`src/rtl/vseg_pkg.sv`:
```
package vseg_pkg;

    // Privilege level encoding on the priv_mode input.
    typedef enum logic [1:0] {
        PRIV_KERN    = 2'b00,
        PRIV_SUP     = 2'b01,
        PRIV_USR     = 2'b10,
        PRIV_USR_ALT = 2'b11
    } priv_e;

    // Address regions, decided by the three top address bits.
    typedef enum logic [2:0] {
        SEG_USER   = 3'd0,   // low half, all levels
        SEG_KDIRC  = 3'd1,   // kernel direct window, cached
        SEG_KDIRU  = 3'd2,   // kernel direct window, uncached
        SEG_SMAP   = 3'd3,   // page mapped, supervisor or kernel
        SEG_KMAP   = 3'd4    // page mapped, kernel only
    } seg_e;

    // How an allowed access is resolved.
    typedef enum logic {
        ROUTE_DIRECT = 1'b0,
        ROUTE_TLB    = 1'b1
    } route_e;

    // Final outcome of one access.
    typedef enum logic [1:0] {
        OUT_DIRECT = 2'd0,
        OUT_TLB    = 2'd1,
        OUT_BAD    = 2'd2
    } outcome_e;

endpackage

```
`src/rtl/vseg_region_decode.sv`:
```
module vseg_region_decode
    import vseg_pkg::*;
(
    input  logic [2:0] top_bits,
    output seg_e       seg
);

    always_comb begin
        seg = SEG_USER;
        unique casez (top_bits)
            3'b0??:  seg = SEG_USER;
            3'b100:  seg = SEG_KDIRC;
            3'b101:  seg = SEG_KDIRU;
            3'b110:  seg = SEG_SMAP;
            3'b111:  seg = SEG_KMAP;
            default: seg = SEG_USER;
        endcase
    end

endmodule

```
`src/rtl/vseg_access_gate.sv`:
```
module vseg_access_gate
    import vseg_pkg::*;
(
    input  seg_e       seg,
    input  logic [1:0] priv_mode,
    output logic       allowed
);

    logic is_kern;
    logic is_sup;

    always_comb begin
        is_kern = 1'b0;
        is_sup  = 1'b0;
        unique case (priv_e'(priv_mode))
            PRIV_KERN:    is_kern = 1'b1;
            PRIV_SUP:     is_sup  = 1'b1;
            PRIV_USR,
            PRIV_USR_ALT: ;
            default:      ;
        endcase
    end

    always_comb begin
        allowed = 1'b0;
        unique case (seg)
            SEG_USER:  allowed = 1'b1;
            SEG_KDIRC: allowed = is_kern;
            SEG_KDIRU: allowed = is_kern;
            SEG_SMAP:  allowed = is_kern | is_sup;
            SEG_KMAP:  allowed = is_kern;
            default:   allowed = 1'b0;
        endcase
    end

endmodule

```
`src/rtl/vseg_phys_map.sv`:
```
module vseg_phys_map
    import vseg_pkg::*;
#(
    parameter int ADDR_W = 32
) (
    input  seg_e              seg,
    input  logic [ADDR_W-1:0] vaddr,
    input  logic              err_lvl,
    input  logic              fixed_map,
    output logic [ADDR_W-1:0] paddr,
    output route_e            route
);

    localparam logic [ADDR_W-1:0] KDIRC_BASE = {3'b100, {(ADDR_W-3){1'b0}}};
    localparam logic [ADDR_W-1:0] KDIRU_BASE = {3'b101, {(ADDR_W-3){1'b0}}};
    localparam logic [ADDR_W-1:0] FIX_OFS    = {2'b01,  {(ADDR_W-2){1'b0}}};
    localparam logic [ADDR_W-1:0] WIN_MASK   = {3'b000, {(ADDR_W-3){1'b1}}};

    always_comb begin
        paddr = '0;
        route = ROUTE_DIRECT;
        unique case (seg)
            SEG_USER: begin
                if (err_lvl) begin
                    paddr = vaddr;
                end else if (fixed_map) begin
                    paddr = vaddr + FIX_OFS;
                end else begin
                    route = ROUTE_TLB;
                end
            end
            SEG_KDIRC: paddr = fixed_map ? (vaddr & WIN_MASK) : (vaddr - KDIRC_BASE);
            SEG_KDIRU: paddr = fixed_map ? (vaddr & WIN_MASK) : (vaddr - KDIRU_BASE);
            SEG_SMAP,
            SEG_KMAP: begin
                if (fixed_map) begin
                    paddr = vaddr;
                end else begin
                    route = ROUTE_TLB;
                end
            end
            default: route = ROUTE_TLB;
        endcase
    end

endmodule

```
`src/rtl/vseg_out_stage.sv`:
```
module vseg_out_stage #(
    parameter int ADDR_W  = 32,
    parameter bit REG_OUT = 1'b1
) (
    input  logic              clk,
    input  logic              rst_n,
    input  logic [ADDR_W-1:0] d_paddr,
    input  logic              d_tlb,
    input  logic              d_bad,
    input  logic              d_rd,
    input  logic              d_wr,
    output logic [ADDR_W-1:0] q_paddr,
    output logic              q_tlb,
    output logic              q_bad,
    output logic              q_rd,
    output logic              q_wr
);

    generate
        if (REG_OUT) begin : g_reg
            always_ff @(posedge clk or negedge rst_n) begin
                if (!rst_n) begin
                    q_paddr <= '0;
                    q_tlb   <= 1'b0;
                    q_bad   <= 1'b0;
                    q_rd    <= 1'b0;
                    q_wr    <= 1'b0;
                end else begin
                    q_paddr <= d_paddr;
                    q_tlb   <= d_tlb;
                    q_bad   <= d_bad;
                    q_rd    <= d_rd;
                    q_wr    <= d_wr;
                end
            end
        end else begin : g_comb
            assign q_paddr = d_paddr;
            assign q_tlb   = d_tlb;
            assign q_bad   = d_bad;
            assign q_rd    = d_rd;
            assign q_wr    = d_wr;
        end
    endgenerate

endmodule

```
`src/rtl/vseg_xlate.sv`:
```
module vseg_xlate
    import vseg_pkg::*;
#(
    parameter int ADDR_W  = 32,
    parameter bit REG_OUT = 1'b1
) (
    input  logic              clk,
    input  logic              rst_n,
    input  logic [ADDR_W-1:0] vaddr,
    input  logic [1:0]        priv_mode,
    input  logic              err_lvl,
    input  logic              fixed_map,
    output logic [ADDR_W-1:0] paddr,
    output logic              need_tlb,
    output logic              bad_addr,
    output logic              rd_ok,
    output logic              wr_ok
);

    localparam logic [ADDR_W-1:0] FIX_OFS = {2'b01, {(ADDR_W-2){1'b0}}};

    seg_e              seg;
    logic              allowed;
    route_e            route;
    logic [ADDR_W-1:0] map_paddr;
    outcome_e          outcome;

    logic [ADDR_W-1:0] c_paddr;
    logic              c_tlb;
    logic              c_bad;
    logic              c_direct;

    vseg_region_decode u_region (
        .top_bits (vaddr[ADDR_W-1 -: 3]),
        .seg      (seg)
    );

    vseg_access_gate u_gate (
        .seg       (seg),
        .priv_mode (priv_mode),
        .allowed   (allowed)
    );

    vseg_phys_map #(.ADDR_W(ADDR_W)) u_map (
        .seg       (seg),
        .vaddr     (vaddr),
        .err_lvl   (err_lvl),
        .fixed_map (fixed_map),
        .paddr     (map_paddr),
        .route     (route)
    );

    // Outcome selection: privilege error wins over any mapping decision.
    always_comb begin
        if (!allowed) begin
            outcome = OUT_BAD;
        end else if (route == ROUTE_TLB) begin
            outcome = OUT_TLB;
        end else begin
            outcome = OUT_DIRECT;
        end
    end

    always_comb begin
        c_paddr  = '0;
        c_tlb    = 1'b0;
        c_bad    = 1'b0;
        c_direct = 1'b0;
        unique case (outcome)
            OUT_DIRECT: begin
                c_direct = 1'b1;
                c_paddr  = map_paddr;
            end
            OUT_TLB:    c_tlb = 1'b1;
            OUT_BAD:    c_bad = 1'b1;
            default:    c_bad = 1'b1;
        endcase
    end

    vseg_out_stage #(.ADDR_W(ADDR_W), .REG_OUT(REG_OUT)) u_out (
        .clk     (clk),
        .rst_n   (rst_n),
        .d_paddr (c_paddr),
        .d_tlb   (c_tlb),
        .d_bad   (c_bad),
        .d_rd    (c_direct),
        .d_wr    (c_direct),
        .q_paddr (paddr),
        .q_tlb   (need_tlb),
        .q_bad   (bad_addr),
        .q_rd    (rd_ok),
        .q_wr    (wr_ok)
    );

    // ---------------- assertions ----------------
    p_excl_r9: assert property (@(posedge clk) disable iff (!rst_n)
        !(bad_addr && need_tlb))
        else $error("bad_addr and need_tlb together");

    p_perm_r8: assert property (@(posedge clk) disable iff (!rst_n)
        (rd_ok || wr_ok) |-> (rd_ok && wr_ok && !bad_addr && !need_tlb))
        else $error("permission flags inconsistent with outcome");

    generate
        if (REG_OUT) begin : g_chk
            logic primed;
            always_ff @(posedge clk or negedge rst_n) begin
                if (!rst_n) primed <= 1'b0;
                else        primed <= 1'b1;
            end

            p_user_high_bad_r3: assert property (@(posedge clk) disable iff (!rst_n)
                (primed && $past(priv_mode[1] && vaddr[ADDR_W-1])) |-> bad_addr)
                else $error("user access to high half not rejected");

            p_erl_low_r1: assert property (@(posedge clk) disable iff (!rst_n)
                (primed && $past(!vaddr[ADDR_W-1] && err_lvl))
                |-> (!need_tlb && !bad_addr && paddr == $past(vaddr)))
                else $error("error-level identity map broken");

            p_kmap_tlb_r6: assert property (@(posedge clk) disable iff (!rst_n)
                (primed && $past(priv_mode == 2'b00 && vaddr[ADDR_W-1 -: 3] == 3'b111 && !fixed_map))
                |-> need_tlb)
                else $error("kernel mapped top window not sent to lookup");

            p_fixed_low_r7: assert property (@(posedge clk) disable iff (!rst_n)
                (primed && $past(fixed_map && !err_lvl && !vaddr[ADDR_W-1]))
                |-> (!need_tlb && paddr == ($past(vaddr) + FIX_OFS)))
                else $error("fixed-map low relocation wrong");
        end
    endgenerate

endmodule

```
`config.mk`:
```
export PLATFORM = sky130hd
export DESIGN_NAME = vseg_xlate
export DESIGN_NICKNAME = d
export VERILOG_FILES = /design/src/rtl/vseg_pkg.sv /design/src/rtl/vseg_region_decode.sv /design/src/rtl/vseg_access_gate.sv /design/src/rtl/vseg_phys_map.sv /design/src/rtl/vseg_out_stage.sv /design/src/rtl/vseg_xlate.sv
export SDC_FILE = /design/constraint.sdc
export NUM_CORES = 1
export LEC_CHECK = 0
export ABC_AREA = 0
export BUFFER_PORTS_ARGS = -buffer_cell sky130_fd_sc_hd__buf_2
export CORE_AREA = 8 8 55 80
export DETAILED_ROUTE_END_ITERATION = 7
export DIE_AREA = 0 0 63 88
export HOLD_SLACK_MARGIN = 0.1
export PLACE_DENSITY = 0.76
export SYNTH_ARGS = -nofsm -noshare
export SYNTH_HDL_FRONTEND = slang
export SYNTH_SLANG_ARGS = --single-unit
export TNS_END_PERCENT = 10
```
`constraint.sdc`:
```
create_clock -name clk -period 0.95 [get_ports clk]
set_input_delay 0.0475 -clock clk [delete_from_list [all_inputs] [get_ports clk]]
set_output_delay 0.0475 -clock clk [all_outputs]
set_load 0.05 [all_outputs]
```
# Word-level counts from Yosys, hierarchy flattened
# Cells that the tools add are included.
# W data, S select, Z words.
[op_classes]
bitwise = 2
add_sub_neg = 3
n_eq_ne = 10
n_mux = 19
n_reduce_logical = 7
[ops]
columns = ["cell", "n"]
rows = [
  ["$mux W32", 6],
  ["$pmux W32 S4", 1],
  ["$sub A32 B32 Y32 const B", 2],
  ["$add A32 B31 Y32 const B", 1],
  ["$eq A3 B3 Y1 const B", 5],
  ["$pmux W3 S5", 1],
  ["$mux W1", 8],
  ["$eq A3 B2 Y1 const B", 2],
  ["$pmux W1 S3", 2],
  ["$reduce_or A2 Y1", 3],
  ["$eq A2 B1 Y1 const B", 2],
  ["$logic_not A2 Y1", 2],
  ["$eq A3 B1 Y1 const B", 1],
  ["$logic_not A3 Y1", 1],
  ["$reduce_or A3 Y1", 1],
  ["$mux W2", 1],
  ["$not A1 Y1", 1],
  ["$or A1 B1 Y1", 1],
]
[totals]
elab_cells = 45
out_inout_bits = 36
regBits = 35
in_bits = 38

# Longest topological paths before layout
# Gate-level depths: netlist of run 1.
[logic_depth]
ltp_word = 10
depth_mapped = 8
mapped_depth_nobuf = 7

# Modules after synthesis
# From an unflattened synthesis of run 1, not the netlist that was laid out.
[unflattened]
cells_unflattened = 161
area_unflattened_um2 = 1780.5
[modules_own_cells]
columns = ["module", "area_each_um2", "instances", "cells_per_inst", "seq_area_each_um2"]
rows = [
  ["vseg_out_stage", 900.9, 1, 36, 900.9],
  ["vseg_phys_map", 486.7, 1, 75, 0.0],
  ["vseg_xlate", 326.6, 1, 41, 0.0],
  ["vseg_access_gate", 35.0, 1, 5, 0.0],
  ["vseg_region_decode", 31.3, 1, 4, 0.0],
]

# Worst setup path before layout of run 1
# OpenSTA, ideal clock, no wires.
[synth_path]
path_type = "input -> register"
startpoint = "input vaddr[30]"
endpoint = "register u_out.q_paddr[29]"
slack_ps = -870
required_ps = 884
setup_ps = 66
n_path_buf = 1
path_stages = 8
arrival_time_ps = 1754
cell_sequence = "inv_1 > ha_1 > o22ai_2 > a31o_1 > a221o_1 > a311oi_2 > buf_2 > o311a_1"
[synth_via]
elab_chain_cells = 9
elab_cells_between_ends = 20
classes_between = "8 x eq/ne; 7 x mux; 5 x reduce/logical"
[synth_rtl]
columns = ["element", "line", "rtl"]
rows = [
  ["start, declared", "vseg_xlate.sv:9", "input logic [ADDR_W-1:0] vaddr,"],
  ["$eq A3 B3 Y1", "vseg_region_decode.sv:10", "unique casez (top_bits)"],
  ["$pmux W3 S5 (*)", "vseg_region_decode.sv:10", ""],
  ["$eq A3 B2 Y1, or another cell as far along", "vseg_access_gate.sv:26, vseg_phys_map.sv:22", ""],
  ["$reduce_or A2 Y1, on equally long branches", "-", ""],
  ["$pmux W1 S3", "vseg_phys_map.sv:22", "unique case (seg)"],
  ["$mux W1", "vseg_xlate.sv:57", "end else if (route == ROUTE_TLB) begin"],
  ["$mux W2", "vseg_xlate.sv:55", "if (!allowed) begin"],
  ["$logic_not A2 Y1", "vseg_xlate.sv:69", "unique case (outcome)"],
  ["$mux W32 (*)", "vseg_xlate.sv:69", ""],
  ["via c_paddr[29]", "vseg_xlate.sv:28", "logic [ADDR_W-1:0] c_paddr;"],
  ["end signal, assigned", "vseg_out_stage.sv:29", "q_paddr <= d_paddr;"],
  ["end, declared", "vseg_out_stage.sv:12", "output logic [ADDR_W-1:0] q_paddr,"],
]
# Mark *: on every way through the listed nets, which the timed path passes. The rest lies on a longest branch.

# Worst setup path after layout of run 1
[layout_path]
startpoint = "input vaddr[30]"
endpoint = "register u_out.q_paddr[12]"
# Same word-level chain as after synthesis.

==> results of run 1 <==
[stage by stage]
step	area (um2)	instances
2_1_floorplan	1560	125
5_1_grt	2670	299
4_1_cts	2560	295
3_3_place_gp	2120	256
3_5_place_dp	2120	256
6_report	2670	299
[path summary, 6_finish.rpt]
kind | start | to | slack (ps)
setup / recovery | vaddr[30] | u_out.q_paddr[12]$_DFF_PN0_ | -700
hold / removal | fixed_map | u_out.q_paddr[29]$_DFF_PN0_ | 220
max in group asynchronous | rst_n | u_out.q_paddr[3]$_DFF_PN0_ | 520
min in group asynchronous | rst_n | u_out.q_paddr[10]$_DFF_PN0_ | 240
[report_power, final]
group / leakage [nW] / internal [mW] / switching (mW)
Clock: 0.0612 / 0.849 / 0.540
Combinational: 0.839 / 0.568 / 0.975
Sequential: 0.455 / 1.63 / 0.0574
Total: 1.35 / 3.05 / 1.57
[flip-flops by register name, indices dropped and copies added (netlist names)]
| register | flops |
|---|---|
| u_out.q_bad | 1 |
| u_out.q_wr | 1 |
| u_out.q_paddr | 32 |
| u_out.q_tlb | 1 |
[synth_stat cells]
cell / number
buf_2: 3
and2_1: 29
nor2_1: 6
dfrtp_1: 35
a221o_1: 1
o311a_1: 1
o21ai_0: 4
nand2_1: 4
a31oi_1: 1
o31ai_1: 1
a311oi_2: 2
nand3_1: 3
or2_2: 1
o22ai_2: 1
o21ai_2: 1
inv_1: 5
inv_2: 1
o21ai_1: 1
nor4_1: 1
clkbuf_1: 1
a2111oi_0: 1
a31o_1: 1
o41ai_1: 1
o22a_1: 1
ha_1: 8
a21oi_1: 1
o211a_1: 1
or3_1: 2
a211oi_1: 1
nor2b_1: 4
buf_4: 1
a221oi_1: 1
[worst max-delay path, stage by stage]
cell        delay, ps
buf_8             110
clkinvlp_4        120
ha_4              190
o21ai_4            80
a31o_1            250
a221o_1           360
a311oi_4          300
buf_2             260
and2_1            170
[what timing repair did]
action / CTS / global route
endpoints found under the setup margin: 37 / 57
setup buffers: 1 / 2
gates cloned: 0 / 2
resized for setup: 6 / 36
hold buffers: 30 / 0
pin swaps: 2 / 4
endpoints found under the hold margin: 64 / 0
[cell families after synthesis]
logic type / after synthesis
flops: 35
simple gates: 50
compound gates: 21
buf+inv: 11
fa+ha+maj: 8
[area by class of cell]
type	instances	share of cell area (%)
Tap cell	42	1.97
Inverter	6	1.12
Multi-Input combinational cell	79	24.4
Clock buffer	6	3.09
Clock inverter	2	1.31
Sequential cell	35	32.8
Timing Repair Buffer	129	35.3
[layer usage]
layer  global-route usage [%]  up-vias  wire length (um)
met5                        0        -                 0
met3                     5.63       17               288
li1                         -      684                 -
met4                     10.2        0               232
met2                     35.9       72              3040
met1                     16.1      721              1980
==> metrics, run 1 <==
max-cap viol count 0; fillers 169; wire per inst 18.5 um; Crit Path Category in -> reg; maximum VDD drop 1.50 mV; adder-cell share of the synthesized area 6.74%; leakage 1.35 nW; vias in the first global route 1604; DP HPWL 3230 um; vias per inst 5.00; Req. time, crit path 1180 ps; post-route clock period utilization 174%; gpl congestion 0.870; synth warn 0; # clock sinks 35; critical path capture point type flop; Final Hold Viols 0; main combinational cell family by area after synthesis simple AND/OR/NAND/NOR gates; H-tree level count 2; first-pass GRT wire length 7930 um; routed vias 1494; Die Area 5540 um2; clk slew on worst S/H paths 80 ps; setup ws final -701 ps; Arr. time, crit path 1880 ps; top area cells in the synthesized netlist dfrtp_1 59%, and2_1 12%, ha_1 6.7%; Hold Path Cell Cnt 4; Final setup violation count 36; post-layout util 81.3%; DRT Pass-1 Iters 4; final worst path period need 1650 ps; Simple-Gate Fraction of Synth Area 19.1%; GRT Total Usage 18.4%; IO Pins 74; final setup TNS -21540 ps; ant diodes 0; cell taking the most area after synthesis dfrtp_1; Place WS -1000 ps; Root Driver clkbuf_8; core area 3290 um2; Initial Util 45.2%; syn_nets 171; CTS tree built; share of cells above drive strength 1 49.0%; Antenna Violating Nets Remaining 0; #FFs+latches synth 35; storage element area 876 um2; fmax 0.606 GHz; worst slew pin tran 363 ps; post-synth top area share 59.0%; grt ovf 0; Tot Pwr 4.62 mW; DRT iter0 DRCs 22; sequential area share after synthesis 59.0%; final WL 5540 um; die width 63 um; most frequent cells in the layout 50 x buf_2, 35 x dfrtp_1, 31 x buf_4; maximum number of pins on one net before global-route repair 36; Multi-input gate area 653 um2; Hold WC Path Type in -> reg; cts bufs inserted 5; worst-path fanout max 10; maximum root-to-sink buffer count 2; Nets 302; Slew HR 75.8%; Hold WS 219 ps; cell count after synthesis 125; antenna violations before repair 0; syn_area_per_cell 11.9 um2; critical path startpoint category primary input; DR DRC count 0; Synth Area in Compound Gates 11.9%; # rows 26; Area Overhead vs Synth 79.9%; Syn Std Cell Area 1490 um2; unrepaired setup endpoints after global routing yes; failing checks negative setup slack; PwrDens 1730 nW/um2; Max Slew Vio Count 0; mux contribution to synthesized area 0%; Chip Height 88 um; port bufs 73; Post-Synth XOR/XNOR Area 0%; status finished with violations; most common cell after layout, fill and taps aside buf_2; Distinct cells, synth 32
Power figures use the tool's default switching activity.
==> inputs of run 2 (changes only) <==
==> constraint.sdc (replaced) <==
create_clock -name clk -period 0.95 [get_ports clk]
set_input_delay 0.19 -clock clk [delete_from_list [all_inputs] [get_ports clk]]
set_output_delay 0.19 -clock clk [all_outputs]
set_load 0.05 [all_outputs]
==> run 2 against run 1 <==
  * The run still ends with negative setup slack left
  * Cell count fell by 8.4%
  * Maximum frequency down 11%
  * Via count down 8.8%
  * Die area did not move
  * Utilization is 2.3 points lower
  * Clock power shrank 3%
  * Non-clock buffer count fell by 25
  * Power is 0.85% higher
  * Hold slack got worse by 110 ps
  * Combinational power is 4% higher
  * Highest routed layer unchanged
==> metrics, run 2 (synthesis gave the netlist of run 1 again) <==
critical path startpoint category primary input; maximum number of pins on one net before global-route repair 36 (unchanged); DR DRC count 0 (unchanged); Crit Path Category in -> reg; Max Slew Vio Count 0 (unchanged); Reg power frac 36.9% (+0.3 points); Reg with most FFs u_out.q_paddr; share of cells above drive strength 1 56.5% (+7.4 points); port bufs 73 (unchanged); failing checks negative setup slack; wire per inst 18.1 um (-2.2%); critical path capture point type flop; worst slew pin tran 404 ps (+41.3 ps); DRT iter0 DRCs 45 (+100%); Pint 3.13 mW (+2.6%); max-cap viol count 0 (unchanged); fmax 0.540 GHz (-11%); # rows 26 (unchanged); hold_sp vaddr[5]; Hold Path Cell Cnt 2 (-2); maximum VDD drop 1.25 mV (-17%); GRT Total Usage 17.4% (-1.0 points); Nets 277 (-8.3%); cts bufs inserted 5 (unchanged); fillers 197 (+17%); post-route clock period utilization 195% (+21 points); vias per inst 4.97 (-0.44%); Hold EP u_out.q_paddr[5]$_DFF_PN0_; Root Driver clkbuf_8; Initial Util 45.2% (unchanged); unrepaired setup endpoints after global routing yes; gpl congestion 0.870 (unchanged); storage element area 876 um2 (unchanged); DRT Pass-1 Iters 4 (unchanged); die width 63 um (unchanged); Die Area 5540 um2 (unchanged); most common cell after layout, fill and taps aside buf_6; worst-path fanout max 10 (unchanged); Chip Height 88 um (unchanged); core area 3290 um2 (unchanged); first-pass GRT wire length 7330 um (-7.5%); clock network power share 28.9% (-1.1 points); post-layout util 79.0% (-2.3 points); CTS tree built; leakage 1.30 nW (-3.8%); Multi-input gate area 666 um2 (+1.9%); IO Pins 74 (unchanged); Tot Pwr 4.66 mW (+0.85%); routed vias 1363 (-8.8%); Slew HR 72.8% (-3.0 points); Final Hold Viols 0 (unchanged); Final setup violation count 71 (+97%); status finished with violations; vias in the first global route 1420 (-11%); Antenna Violating Nets Remaining 0 (unchanged); Comb pwr share 34.2% (+0.8 points); P_sw 1.53 mW (-2.5%); final WL 4970 um (-10%); grt ovf 0 (unchanged); Req. time, crit path 1170 ps (about the same); switching part of the total 32.9% (-1.1 points); maximum root-to-sink buffer count 2 (unchanged); # clock sinks 35 (unchanged); Arr. time, crit path 2070 ps (+190 ps); DP HPWL 3230 um (unchanged); Area Overhead vs Synth 74.7%; max reg flops 32 (unchanged); Place WS -1150 ps (-143 ps); final worst path period need 1850 ps (+203 ps); most frequent cells in the layout 38 x buf_6, 37 x buf_2, 35 x dfrtp_1; H-tree level count 2 (unchanged); Hold WC Path Type in -> reg; antenna violations before repair 0 (unchanged); clk slew on worst S/H paths 70 ps (about the same); setup ws final -903 ps (-203 ps); ant diodes 0 (unchanged); PwrDens 1800 nW/um2 (+3.8%)
-- run 2: cell count changes in the layout (fill, tap and decap cells not counted), moves of 5 or more --
cell and delta:
clkbuf_4 -15, dlygate4sd3_1 -29, buf_2 -13, buf_6 +37, buf_4 -5
-- run 2: worst max path at each step --
stage / startpoint / to / depth (start not counted)
2_1_floorplan: vaddr[30] / u_out.q_paddr[29]$_DFF_PN0_ / 8
3_3_place_gp: vaddr[30] / u_out.q_paddr[16]$_DFF_PN0_ / 9
3_5_place_dp: vaddr[30] / u_out.q_paddr[13]$_DFF_PN0_ / 9
4_1_cts: vaddr[30] / u_out.q_paddr[29]$_DFF_PN0_ / 9
5_1_grt: vaddr[30] / u_out.q_paddr[10]$_DFF_PN0_ / 9
6_report: vaddr[30] / u_out.q_paddr[8]$_DFF_PN0_ / 9
-- run 2: what timing repair did --
item / in CTS / in global routing
buffers inserted: 1 / 6
pin swaps: 2 / 8
hold buffers: 1 / 0
gates cloned: 0 / 2
endpoints found under the hold margin: 35 / 0
resized for setup: 76 / 11
setup endpoints to repair: 71 / 71
-- run 2: per-layer routing --
| layer | routed length (um) | share of wire [%] | track usage (%) |
|---|---|---|---|
| met1 | 1680 | 34 | 16.0 |
| met2 | 2850 | 57 | 33.9 |
| met3 | 299 | 6.0 | 4.87 |
| met4 | 139 | 2.8 | 8.54 |
| met5 | 0 | 0 | 0 |
-- run 2: critical path, cell delays in order --
cell and delay [ps]:
buf_8 110, clkinvlp_4 140, ha_4 200, o21ai_4 70
a31o_1 250, a221o_1 360, a311oi_4 320, buf_2 270
and2_1 150
-- run 2: per-stage QoR --
| step | hold WS [ps] | std cells | instance area [um2] | setup TNS (ps) |
|---|---|---|---|---|
| CTS | 101 | 266 | 2490 | -28010 |
| detailed placement | 158 | 256 | 2120 | -37620 |
| global route | 100 | 274 | 2590 | -33730 |
| floorplan | -106 | 125 | 1560 | -26610 |
| finish | 109 | 274 | 2590 | -30740 |
| global placement | 155 | 256 | 2120 | -33750 |
-- run 2: final cells by class --
class / count / area share (%)
sequential: 35 / 33.8
timing repair buffer: 104 / 32.9
multi-input combinational: 79 / 25.7
clock buffer: 6 / 3.18
tap: 42 / 2.03
clock inverter: 2 / 1.35
inverter: 6 / 1.16
-- run 2: power groups by stage --
stage	Combinational [mW]	Sequential (mW)	Clock, mW
5_1_grt	1.68	1.73	1.46
3_5_place_dp	1.29	1.70	0
4_1_cts	1.50	1.71	1.38
6_report	1.60	1.72	1.35
3_3_place_gp	1.26	1.69	0
2_1_floorplan	0.324	2.24	0
